**src/rtl/ttm_pkg.sv**
```systemverilog
package ttm_pkg;
    localparam int DW   = 16;
    localparam int AW   = 6;
    localparam int NREG = 1 << AW;

    localparam logic [AW-1:0] A_DISP  = 6'd0;
    localparam logic [AW-1:0] A_START = 6'd1;
    localparam logic [AW-1:0] A_ANDV  = 6'd53;
    localparam logic [AW-1:0] A_ANDM  = 6'd54;
    localparam logic [AW-1:0] A_SELNZ = 6'd55;
    localparam logic [AW-1:0] A_SELC  = 6'd56;
    localparam logic [AW-1:0] A_SELZ  = 6'd57;
    localparam logic [AW-1:0] A_ADDA  = 6'd60;
    localparam logic [AW-1:0] A_ADDB  = 6'd61;
    localparam logic [AW-1:0] A_PC    = 6'd63;

    typedef enum logic [1:0] {FETCH_ST, READ_ST, WRITE_ST} phase_t;

    function automatic logic is_unit(input logic [AW-1:0] a);
        return (a == A_DISP) || (a == A_ANDV) || (a == A_ANDM) ||
               (a == A_SELNZ) || (a == A_SELC) || (a == A_SELZ) ||
               (a == A_ADDA) || (a == A_ADDB) || (a == A_PC);
    endfunction

    function automatic logic [DW-1:0] mv(input logic [7:0] d, input logic [7:0] s);
        return {d, s};
    endfunction

    // Built-in self-test image: program, constants and branch targets
    function automatic logic [DW-1:0] boot_word(input logic [AW-1:0] a);
        unique case (a)
            6'd1:  return mv(8'd60, 8'd40);
            6'd2:  return mv(8'd61, 8'd41);
            6'd3:  return mv(8'd0,  8'd61);
            6'd4:  return mv(8'd61, 8'd42);
            6'd5:  return mv(8'd60, 8'd43);
            6'd6:  return mv(8'd0,  8'd61);
            6'd7:  return mv(8'd61, 8'd61);
            6'd8:  return mv(8'd0,  8'd61);
            6'd9:  return mv(8'd54, 8'd44);
            6'd10: return mv(8'd53, 8'd45);
            6'd11: return mv(8'd0,  8'd54);
            6'd12: return mv(8'd57, 8'd46);
            6'd13: return mv(8'd55, 8'd47);
            6'd14: return mv(8'd56, 8'd48);
            6'd15: return mv(8'd63, 8'd56);
            6'd16: return mv(8'd0,  8'd50);
            6'd17: return mv(8'd0,  8'd51);
            6'd18: return mv(8'd0,  8'd51);
            6'd20: return mv(8'd56, 8'd49);
            6'd21: return mv(8'd63, 8'd56);
            6'd22: return mv(8'd0,  8'd40);
            6'd23: return mv(8'd0,  8'd51);
            6'd24: return mv(8'd0,  8'd63);
            6'd25: return mv(8'd33, 8'd49);
            6'd26: return mv(8'hC0, 8'h61);
            6'd27: return mv(8'd63, 8'd52);
            6'd28: return mv(8'd0,  8'd42);
            6'd29: return mv(8'd0,  8'd51);
            6'd30: return mv(8'd63, 8'd52);
            6'd31: return mv(8'd35, 8'd35);
            6'd40: return 16'h0005;
            6'd41: return 16'hFFFA;
            6'd42: return 16'h0007;
            6'd43: return 16'hFFFD;
            6'd44: return 16'h7FFF;
            6'd45: return 16'h8123;
            6'd46: return 16'd20;
            6'd47: return 16'd24;
            6'd48: return 16'h0000;
            6'd49: return 16'h1234;
            6'd50: return 16'h0063;
            6'd51: return 16'h0077;
            6'd52: return 16'd30;
            default: return '0;
        endcase
    endfunction
endpackage

```
**src/rtl/ttm_regfile.sv**
```systemverilog
module ttm_regfile
    import ttm_pkg::*;
#(
    parameter int W = DW,
    parameter int A = AW
) (
    input  logic         clk,
    input  logic         rst_n,
    input  logic         wr_en,
    input  logic [A-1:0] wr_addr,
    input  logic [W-1:0] wr_data,
    input  logic [A-1:0] rd_addr,
    output logic [W-1:0] rd_data
);
    localparam int N = 1 << A;

    logic [W-1:0] mem [N];

    always_ff @(posedge clk) begin
        if (!rst_n) begin
            for (int i = 0; i < N; i++) mem[i] <= boot_word(AW'(i));
        end else if (wr_en && !is_unit(wr_addr)) begin
            mem[wr_addr] <= wr_data;
        end
    end

    assign rd_data = mem[rd_addr];
endmodule

```
**src/rtl/ttm_units.sv**
```systemverilog
module ttm_units
    import ttm_pkg::*;
#(
    parameter int W = DW,
    parameter int A = AW
) (
    input  logic         clk,
    input  logic         rst_n,
    input  logic         wr_en,
    input  logic [A-1:0] wr_addr,
    input  logic [W-1:0] wr_data,
    input  logic [A-1:0] rd_addr,
    output logic [W-1:0] rd_data,
    output logic [W-1:0] disp,
    output logic         disp_we
);
    logic [W-1:0] add_a, add_b, and_v, and_m, sel_nz, sel_c, sel_z;
    logic [W:0]   raw_sum;
    logic [W-1:0] oc_sum;

    // End-around carry; an all-ones result stays all ones
    assign raw_sum = {1'b0, add_a} + {1'b0, add_b};
    assign oc_sum  = raw_sum[W-1:0] + {{(W-1){1'b0}}, raw_sum[W]};

    always_ff @(posedge clk) begin
        if (!rst_n) begin
            add_a <= '0; add_b <= '0; and_v <= '0; and_m <= '0;
            sel_nz <= '0; sel_c <= '0; sel_z <= '0;
            disp <= '0; disp_we <= 1'b0;
        end else begin
            disp_we <= 1'b0;
            if (wr_en) begin
                unique case (wr_addr)
                    A_DISP:  begin disp <= wr_data; disp_we <= 1'b1; end
                    A_ANDV:  and_v  <= wr_data;
                    A_ANDM:  and_m  <= wr_data;
                    A_SELNZ: sel_nz <= wr_data;
                    A_SELC:  sel_c  <= wr_data;
                    A_SELZ:  sel_z  <= wr_data;
                    A_ADDA:  add_a  <= wr_data;
                    A_ADDB:  add_b  <= wr_data;
                    default: ;
                endcase
            end
        end
    end

    always_comb begin
        unique case (rd_addr)
            A_DISP:  rd_data = disp;
            A_ANDV:  rd_data = and_v;
            A_ANDM:  rd_data = and_v & ~and_m;
            A_SELNZ: rd_data = sel_nz;
            A_SELC:  rd_data = (sel_c == '0) ? sel_z : sel_nz;
            A_SELZ:  rd_data = sel_z;
            A_ADDA:  rd_data = add_a;
            A_ADDB:  rd_data = oc_sum;
            default: rd_data = '0;
        endcase
    end


    disp_pulse_chk: assert property (@(posedge clk) disable iff (!rst_n)
        disp_we |=> !disp_we);

    disp_src_chk: assert property (@(posedge clk) disable iff (!rst_n)
        (wr_en && wr_addr == A_DISP) |=> (disp_we && disp == $past(wr_data)));
endmodule

```
**src/rtl/ttm_seq.sv**
```systemverilog
module ttm_seq
    import ttm_pkg::*;
#(
    parameter int W = DW,
    parameter int A = AW
) (
    input  logic         clk,
    input  logic         rst_n,
    input  logic [W-1:0] rd_data,
    output logic [A-1:0] rd_addr,
    output logic         wr_en,
    output logic [A-1:0] wr_addr,
    output logic [W-1:0] wr_data,
    output logic [A-1:0] pc
);
    localparam int HALF = W / 2;

    phase_t       state, state_nx;
    logic [A-1:0] dst, src, br_tgt;
    logic [W-1:0] data;
    logic         br_pend;
    logic         ign_unused;

    assign ign_unused = ^{rd_data[W-1:HALF+A], rd_data[HALF-1:A]};

    // State register
    always_ff @(posedge clk) begin
        if (!rst_n) state <= FETCH_ST;
        else        state <= state_nx;
    end

    always_comb begin
        unique case (state)
            FETCH_ST: state_nx = READ_ST;
            READ_ST:  state_nx = WRITE_ST;
            WRITE_ST: state_nx = FETCH_ST;
            default:  state_nx = FETCH_ST;
        endcase
    end

    // Datapath registers
    always_ff @(posedge clk) begin
        if (!rst_n) begin
            pc <= A_START; dst <= '0; src <= '0; data <= '0;
            br_pend <= 1'b0; br_tgt <= '0;
        end else begin
            unique case (state)
                FETCH_ST: begin
                    dst     <= rd_data[HALF +: A];
                    src     <= rd_data[0 +: A];
                    pc      <= br_pend ? br_tgt : pc + 1'b1;
                    br_pend <= 1'b0;
                end
                READ_ST:  data <= rd_data;
                WRITE_ST: if (dst == A_PC) begin
                    br_pend <= 1'b1;
                    br_tgt  <= data[A-1:0];
                end
                default: ;
            endcase
        end
    end

    // Outputs
    always_comb begin
        rd_addr = (state == FETCH_ST) ? pc : src;
        wr_en   = (state == WRITE_ST);
        wr_addr = dst;
        wr_data = data;
    end


    ring_order_chk: assert property (@(posedge clk) disable iff (!rst_n)
        (state == FETCH_ST) |=> (state == READ_ST));

    pc_hold_chk: assert property (@(posedge clk) disable iff (!rst_n)
        (state != FETCH_ST) |=> $stable(pc));

    pc_step_chk: assert property (@(posedge clk) disable iff (!rst_n)
        (state == FETCH_ST && !br_pend) |=> (pc == $past(pc) + 1'b1));

    br_arm_chk: assert property (@(posedge clk) disable iff (!rst_n)
        (wr_en && wr_addr == A_PC) |=> br_pend);
endmodule

```
**src/rtl/ttm_core.sv**
```systemverilog
module ttm_core
    import ttm_pkg::*;
#(
    parameter int W = DW,
    parameter int A = AW
) (
    input  logic         clk,
    input  logic         rst_n,
    output logic [W-1:0] disp_o,
    output logic         disp_we_o,
    output logic [A-1:0] pc_o
);
    logic [A-1:0] rd_addr, wr_addr, pc;
    logic [W-1:0] rd_data, wr_data, rf_q, unit_q;
    logic         wr_en;

    ttm_seq #(.W(W), .A(A)) seq_i (
        .clk(clk), .rst_n(rst_n), .rd_data(rd_data), .rd_addr(rd_addr),
        .wr_en(wr_en), .wr_addr(wr_addr), .wr_data(wr_data), .pc(pc)
    );

    ttm_regfile #(.W(W), .A(A)) rf_i (
        .clk(clk), .rst_n(rst_n), .wr_en(wr_en), .wr_addr(wr_addr),
        .wr_data(wr_data), .rd_addr(rd_addr), .rd_data(rf_q)
    );

    ttm_units #(.W(W), .A(A)) units_i (
        .clk(clk), .rst_n(rst_n), .wr_en(wr_en), .wr_addr(wr_addr),
        .wr_data(wr_data), .rd_addr(rd_addr), .rd_data(unit_q),
        .disp(disp_o), .disp_we(disp_we_o)
    );

    always_comb begin
        if (rd_addr == A_PC)        rd_data = W'(pc);
        else if (is_unit(rd_addr))  rd_data = unit_q;
        else                        rd_data = rf_q;
    end

    assign pc_o = pc;


    reset_pc_chk: assert property (@(posedge clk)
        !rst_n |=> (pc_o == A_START && !disp_we_o && disp_o == '0));
endmodule

```
**config.mk**
```make
export PLATFORM = sky130hd
export DESIGN_NAME = ttm_core
export DESIGN_NICKNAME = d
export VERILOG_FILES = /design/src/rtl/ttm_pkg.sv /design/src/rtl/ttm_regfile.sv /design/src/rtl/ttm_units.sv /design/src/rtl/ttm_seq.sv /design/src/rtl/ttm_core.sv
export SDC_FILE = /design/constraint.sdc
export NUM_CORES = 2
export LEC_CHECK = 0
export BUFFER_PORTS_ARGS = -buffer_cell sky130_fd_sc_hd__buf_2
export CORE_UTILIZATION = 55
export DETAILED_ROUTE_END_ITERATION = 12
export PLACE_DENSITY = 0.75
export REMOVE_ABC_BUFFERS = 1
export SLEW_MARGIN = 20
export SYNTH_ARGS = -nofsm -noshare
export SYNTH_HDL_FRONTEND = slang
export SYNTH_SLANG_ARGS = --single-unit
```
**constraint.sdc**
```tcl
create_clock -name clk -period 7.9 [get_ports clk]
set_input_delay 1.185 -clock clk [delete_from_list [all_inputs] [get_ports clk]]
set_output_delay 1.185 -clock clk [all_outputs]
set_load 0.01 [all_outputs]
```
Yosys cells after proc, flatten, opt, wreduce, memory -nomap -nowiden
Memories as Yosys holds them, arrays and structs flattened.
Cells that the tools add are included.
{ "word_totals": {"in_bits": 2, "out_inout_bits": 23, "wordCells": 129, "reg_bits": 172, "mem_count": 1, "mem_bits_rw": 1024} }
{ "memory_table": {"columns": ["memory", "depth", "word_bits", "read_ports", "rd_ports_with_merged_regs", "write_ports", "line_no", "rtl"], "rows": [
  ["rf_i.mem", 64, 16, 1, 0, 64, "ttm_regfile.sv:17", "logic [W-1:0] mem [N];"]
]} }
{ "classes": {"n_reduce_logical": 35, "n_mux": 53, "eq_ne": 19, "bitwise_logic": 2, "n_addsub": 3} }
{ "ops": {"columns": ["operator", "n"], "rows": [
  ["16-bit two-way mux", 40],
  ["16-bit one-hot mux with 8 select lines", 1],
  ["6-bit equality test, second input constant", 16],
  ["2-bit AND reduction", 11],
  ["6-bit two-way mux", 3],
  ["16-bit by 16-bit adder with 17-bit output", 1],
  ["16-bit by 1-bit adder with 16-bit output", 1],
  ["16-bit bitwise AND", 1],
  ["16-bit zero test", 1],
  ["1-bit logical OR", 16],
  ["16-bit NOT", 1],
  ["16-bit OR reduction", 1],
  ["6-bit zero test", 2],
  ["1-bit two-way mux", 7],
  ["6-bit by 1-bit adder with 6-bit output, second input constant", 1],
  ["2-bit one-hot mux with 2 select lines", 1],
  ["2-bit by 1-bit equality test with 1-bit output, second input constant", 1],
  ["2-bit equality test, second input constant", 1],
  ["2-bit zero test", 1],
  ["2-bit != test, second input constant", 1],
  ["1-bit one-hot mux with 2 select lines", 1],
  ["2-bit nonzero test", 1],
  ["1-bit logical AND", 1],
  ["1-bit zero test", 1]
]} }

Logic depth before layout (Yosys ltp)
{ "depth": {"depth_word": 16, "mapped_depth": 22} }

Hierarchy
Synthesis repeated with hierarchy kept, for this count alone.
{ "hier_totals": {"cells_unflattened": 3951, "hier_area_um2": 54492.3} }
{ "modules_own_cells": {"columns": ["module", "cells_per_inst", "seq_area_each_um2", "area_each_um2", "instances"], "rows": [
  ["ttm_regfile", 2879, 30749.5, 45980.3, 1],
  ["ttm_units", 794, 2582.5, 6453.7, 1],
  ["ttm_seq", 219, 860.8, 1715.4, 1],
  ["ttm_core", 59, 0.0, 342.8, 1]
]} }

Worst setup path before layout
No wires, ideal clock.
{ "synth_timing": {"path_type": "reg2reg", "from": "register units_i.add_a[0]", "to": "register seq_i.data[15], in the netlist seq_i.wr_data[15]", "period_less_slack_ns": 4.557, "arrival_ns": 4.427, "path_stages_with_launch": 23, "path_slack_ns": 3.343, "path_cell_list": "dfxtp_1 -> ha_1 -> inv_1 -> fa_1 -> nand2b_1 -> a21oi_1 -> o2111ai_1 -> nand3_1 -> o211ai_1 -> nand2b_1 -> nand2_1 -> a21o_1 -> ha_1 -> nor2b_1 -> nand2b_1 -> nor3_2 -> nand4_1 -> nor4b_4 -> and3_2 -> a31oi_1 -> or4_1 -> a31oi_1 -> o41ai_1"} }
{ "synth_between": {"elab_chain_cells": 5} }
{ "synth_rtl": {"columns": ["element", "line_no", "rtl"], "rows": [
  ["from (decl)", "ttm_units.sv:17", "logic [W-1:0] add_a, add_b, and_v, and_m, sel_nz, sel_c, sel_z;"],
  ["from (signal assigned)", "ttm_units.sv:40", "A_ADDA: add_a <= wr_data;"],
  ["16-bit by 16-bit adder with 17-bit output", "ttm_units.sv:22", "assign raw_sum = {1'b0, add_a} + {1'b0, add_b};"],
  ["16-bit by 1-bit adder with 16-bit output", "ttm_units.sv:23", "assign oc_sum = raw_sum[W-1:0] + {{(W-1){1'b0}}, raw_sum[W]};"],
  ["16-bit one-hot mux with 8 select lines", "ttm_units.sv:49", "unique case (rd_addr)"],
  ["16-bit two-way mux", "ttm_core.sv:35", "else if (is_unit(rd_addr)) rd_data = unit_q;"],
  ["16-bit two-way mux", "ttm_core.sv:34", "if (rd_addr == A_PC) rd_data = W'(pc);"],
  ["to (signal assigned)", "ttm_seq.sv:54", "READ_ST: data <= rd_data;"],
  ["to (decl)", "ttm_seq.sv:20", "logic [W-1:0] data;"]
]} }
Every way passes these cells.
A chain may end at the register's enable or synchronous reset.

Worst setup path in the final report
Ends and elaborated chain as after synthesis.

==> run_results.csv <==
group,metric,value,unit
timing,fin_skew,23.4,ps
detailed_routing,route.met2.wl,73100,um
timing,hold_viol,0,
detailed_routing,dr_wl_met3,20100,um
power_and_ir_drop,p_per_area,268,mW/mm^2
detailed_routing,dr.pass1.iters,9,
timing,hold_slack,451,ps
grt,grt_remaining_overflow,0,
timing,min_period,5260,ps
layout,drive_above_1_share,8.74,%
placed_design,gp_congestion,0.933,
detailed_routing,wirelength,159000,um
detailed_routing,drt_iter0_drc,5830,
synth,async_flop_share,0,%
synth,postSynthAreaPerCell,11.8,sq um
timing,rsz0062_at_grt,"no",
layout,fillCellCount,7154,
clock_tree,cts_buffers,118,
synth,ys_seq_area_share,65.4,%
critical_path,cp_data_required_time,8450,ps
critical_path,slowest_delay,490,ps
critical_path,cp-end-kind,"flop",
die,die_x,310,um
clock_tree,htree_levels,3,
detailed_routing,highest_layer,"met5",
flow_run,cap_viol_max_count,0,
clock_tree,clk_latency,720,ps
critical_path,r2r_cells,22,
min_path,min_path_type,"flop to flop",
placed_design,numPortBuffers,24,
grt,grt_usage,32.6,%
layout,max_flop_register,"rf_i.mem",
critical_path,cp-start-kind,"flop",
detailed_routing,vias,38220,
clock_tree,cts-root-buf,"clkbuf_16",
die,core_area,0.0937,sq mm
layout,layout_commonest_cell,"edfxtp_1",
layout,final_util,61.3,%
critical_path,critPathMaxFanout,5,
die,rows,112,
timing,max_freq,190,MHz
layout,largest_reg_flops,1024,
synth,synthCells,4430,
timing,relSlewSlack,27.6,%
layout,area_growth,10.0,%
synth,synth.distinct_cells,82,
layout,num-nets-final,4401,
critical_path,timing.rr.start,"units_i.add_a[0]$_SDFFE_PN0P_",
layout,seqCellArea,0.0342,sq mm
min_path,holdPathEnd,"units_i.and_m[12]$_SDFFE_PN0P_",
grt,grt_pass1_vias,36232,
detailed_routing,drt-vias-per-instance,6.67,
die,die_y,310,um
clock_tree,cts-hold-fix-buffers,0,
timing,setup_violations,0,
synth,synth_top_flop_cell,"edfxtp_1",
clock_tree,cts_tree,"done",
critical_path,critPathBufInv,1,
clock_tree,clk_pin_slew,60,ps
outcome,outcome,"finished, final reports clean",
clock_tree,post_cts_buffers,0,
critical_path,cp_common_cell,"nand2b_1",
detailed_routing,postRouteAntennaNets,0,
critical_path,critPathKind,"flop to flop",
layout,layout_common_cells,"edfxtp_1 (1024), nand2_1 (400), and2_1 (382)",
critical_path,cp_top_family,"simple AND/OR/NAND/NOR gates",
grt,grt_pass1_wl,232000,um
timing,period_share,66.6,%
placed_design,dp_hpwl,93700,um
power_and_ir_drop,max-vdd-ir-drop,219,uV
grt,antenna_found_initial,5,
timing,tightest_slew,1080,ps
critical_path,r2r_end,"seq_i.wr_data[15]$_SDFFE_PN0N_",
min_path,min_from,"units_i.and_m[12]$_SDFFE_PN0P_",
min_path,min_path_cells,2,
critical_path,critical_path.slowest_cell,"or4_1",
timing,fin_setup_tns,0,ps
die,io_pins,25,
synth,yosys_warnings,0,
synth,synth_edf_count,1024,
critical_path,arrival,5820,ps
power_and_ir_drop,leakage,19.1,nW
clock_tree,cts_resized,0,
layout,multi_input_area,0.0168,sq mm
clock_tree,numClockSinks,1196,
detailed_routing,drc_errors,0,
timing,maxSlewViolCount,0,
critical_path,reg2reg_slack,2640,ps
detailed_routing,drt-met1-wl,58000,um
die,die_area,0.0963,sq mm
die,initial_core_util,55.7,%
synth,ys_ff_latch,1196,
synth,synth_area,0.0523,sq mm
clock_tree,cts_buffer_depth,3,
detailed_routing,wl_per_cell,27.7,um
grt,grt_max_degree,129,
critical_path,path_cells,"ha_1 -> inv_1 -> fa_1 -> nand2b_1 -> a21oi_1 -> o2111ai_1 -> nand3_1 -> o211ai_1 -> nand2b_1 -> nand2_1 -> a21o_1 -> ha_1 -> nor2b_1 -> nand2b_1 -> nor3_2 -> nand4_1 -> nor4b_4 -> and3_2 -> a31oi_1 -> or4_1 -> a31oi_1 -> o41ai_1",
==> cells in the mapped netlist (14+ instances only) <==
library cell / instances / area [sq um]
edfxtp_1: 1024 / 30700
nand2_1: 402 / 1510
and2_1: 384 / 2400
clkbuf_1: 381 / 1430
o22ai_1: 357 / 2230
o21ai_0: 220 / 1100
a21oi_1: 209 / 1050
or3_1: 208 / 1300
dfxtp_1: 172 / 3440
and3_1: 151 / 945
nor2_1: 119 / 447
nor3_1: 116 / 581
a221oi_1: 88 / 771
a22o_1: 73 / 639
a22oi_1: 66 / 495
buf_2: 51 / 255
o21ai_1: 39 / 195
buf_1: 37 / 139
nand3_1: 37 / 185
nand4_1: 34 / 213
inv_1: 21 / 78.8
ha_1: 19 / 238
a41oi_1: 17 / 149
mux2i_1: 15 / 150
nand2b_1: 15 / 93.8
nor4_1: 14 / 87.6
==> layout make-up <==
| class | instances | share of cell area, % |
|---|---|---|
| Sequential cell | 1196 | 59.5 |
| Multi-Input combinational cell | 2880 | 29.2 |
| Clock buffer | 167 | 5.71 |
| Tap cell | 1254 | 2.73 |
| Timing Repair Buffer | 159 | 2.05 |
| Clock inverter | 49 | 0.638 |
| Inverter | 24 | 0.165 |
| Antenna cell | 1 | 0.00435 |
==> cells by family (layout without fill, tap and decap cells) <==
kind of cell | count (synthesis) | in the layout | share of synthesized area [%]
other | 1 | 145 | 0.00718
DFF | 1196 | 1196 | 65.4
and+or+nand+nor | 1521 | 1521 | 15.5
AOI/OAI and AO/OA | 1158 | 1158 | 14.2
buffers and inverters | 497 | 399 | 3.73
adders and majority gates | 20 | 20 | 0.493
xor gates and xnor gates | 20 | 20 | 0.350
muxes | 17 | 17 | 0.330
==> worst max-delay path by stage <==
stage	endpoint	start	cells after the start	slack [ps]
after floorplan	seq_i.wr_data[15]$_SDFFE_PN0N_	seq_i.state[1]$_SDFF_PN0_	8	990
after global placement	seq_i.wr_data[15]$_SDFFE_PN0N_	units_i.add_a[0]$_SDFFE_PN0P_	22	2800
after detailed placement	seq_i.wr_data[15]$_SDFFE_PN0N_	units_i.add_a[0]$_SDFFE_PN0P_	22	2730
after CTS	seq_i.wr_data[15]$_SDFFE_PN0N_	units_i.add_a[0]$_SDFFE_PN0P_	22	2690
after global routing	seq_i.wr_data[15]$_SDFFE_PN0N_	units_i.add_a[0]$_SDFFE_PN0P_	22	2230
final	seq_i.wr_data[15]$_SDFFE_PN0N_	units_i.add_a[0]$_SDFFE_PN0P_	22	2640
==> worst min-delay path, stage by stage, from the launching register on <==
cell	delay [ps]
dfxtp_1	300
nand2_1	50
a21oi_1	50
==> through the flow <==
step / setup slack (ps) / instances / power [mW] / area (sq um)
final: 2640 / 5730 / 15.4 / 57500
after global routing: 2230 / 5729 / 15.7 / 57500
after CTS: 2690 / 5729 / 15.3 / 57500
after detailed placement: 2730 / 5513 / 10.0 / 53800
after global placement: 2800 / 5513 / 9.97 / 53800
after floorplan: 991 / 4100 / 8.73 / 50900
==> layer usage <==
| layer | GRT usage (%) | up-vias |
|---|---|---|
| met5 | 0 | - |
| met4 | 15.0 | 4 |
| met3 | 8.46 | 478 |
| met2 | 50.5 | 2678 |
| met1 | 43.1 | 18582 |
| li1 | - | 16478 |
==> where the power goes <==
group / total, mW / switching (mW) / internal (mW)
Clock: 5.39 / 2.38 / 3.01
Sequential: 7.27 / 0.221 / 7.05
Combinational: 2.76 / 2.08 / 0.676
Total: 15.4 / 4.68 / 10.7
No activity file was read; power rests on OpenSTA's default activity.
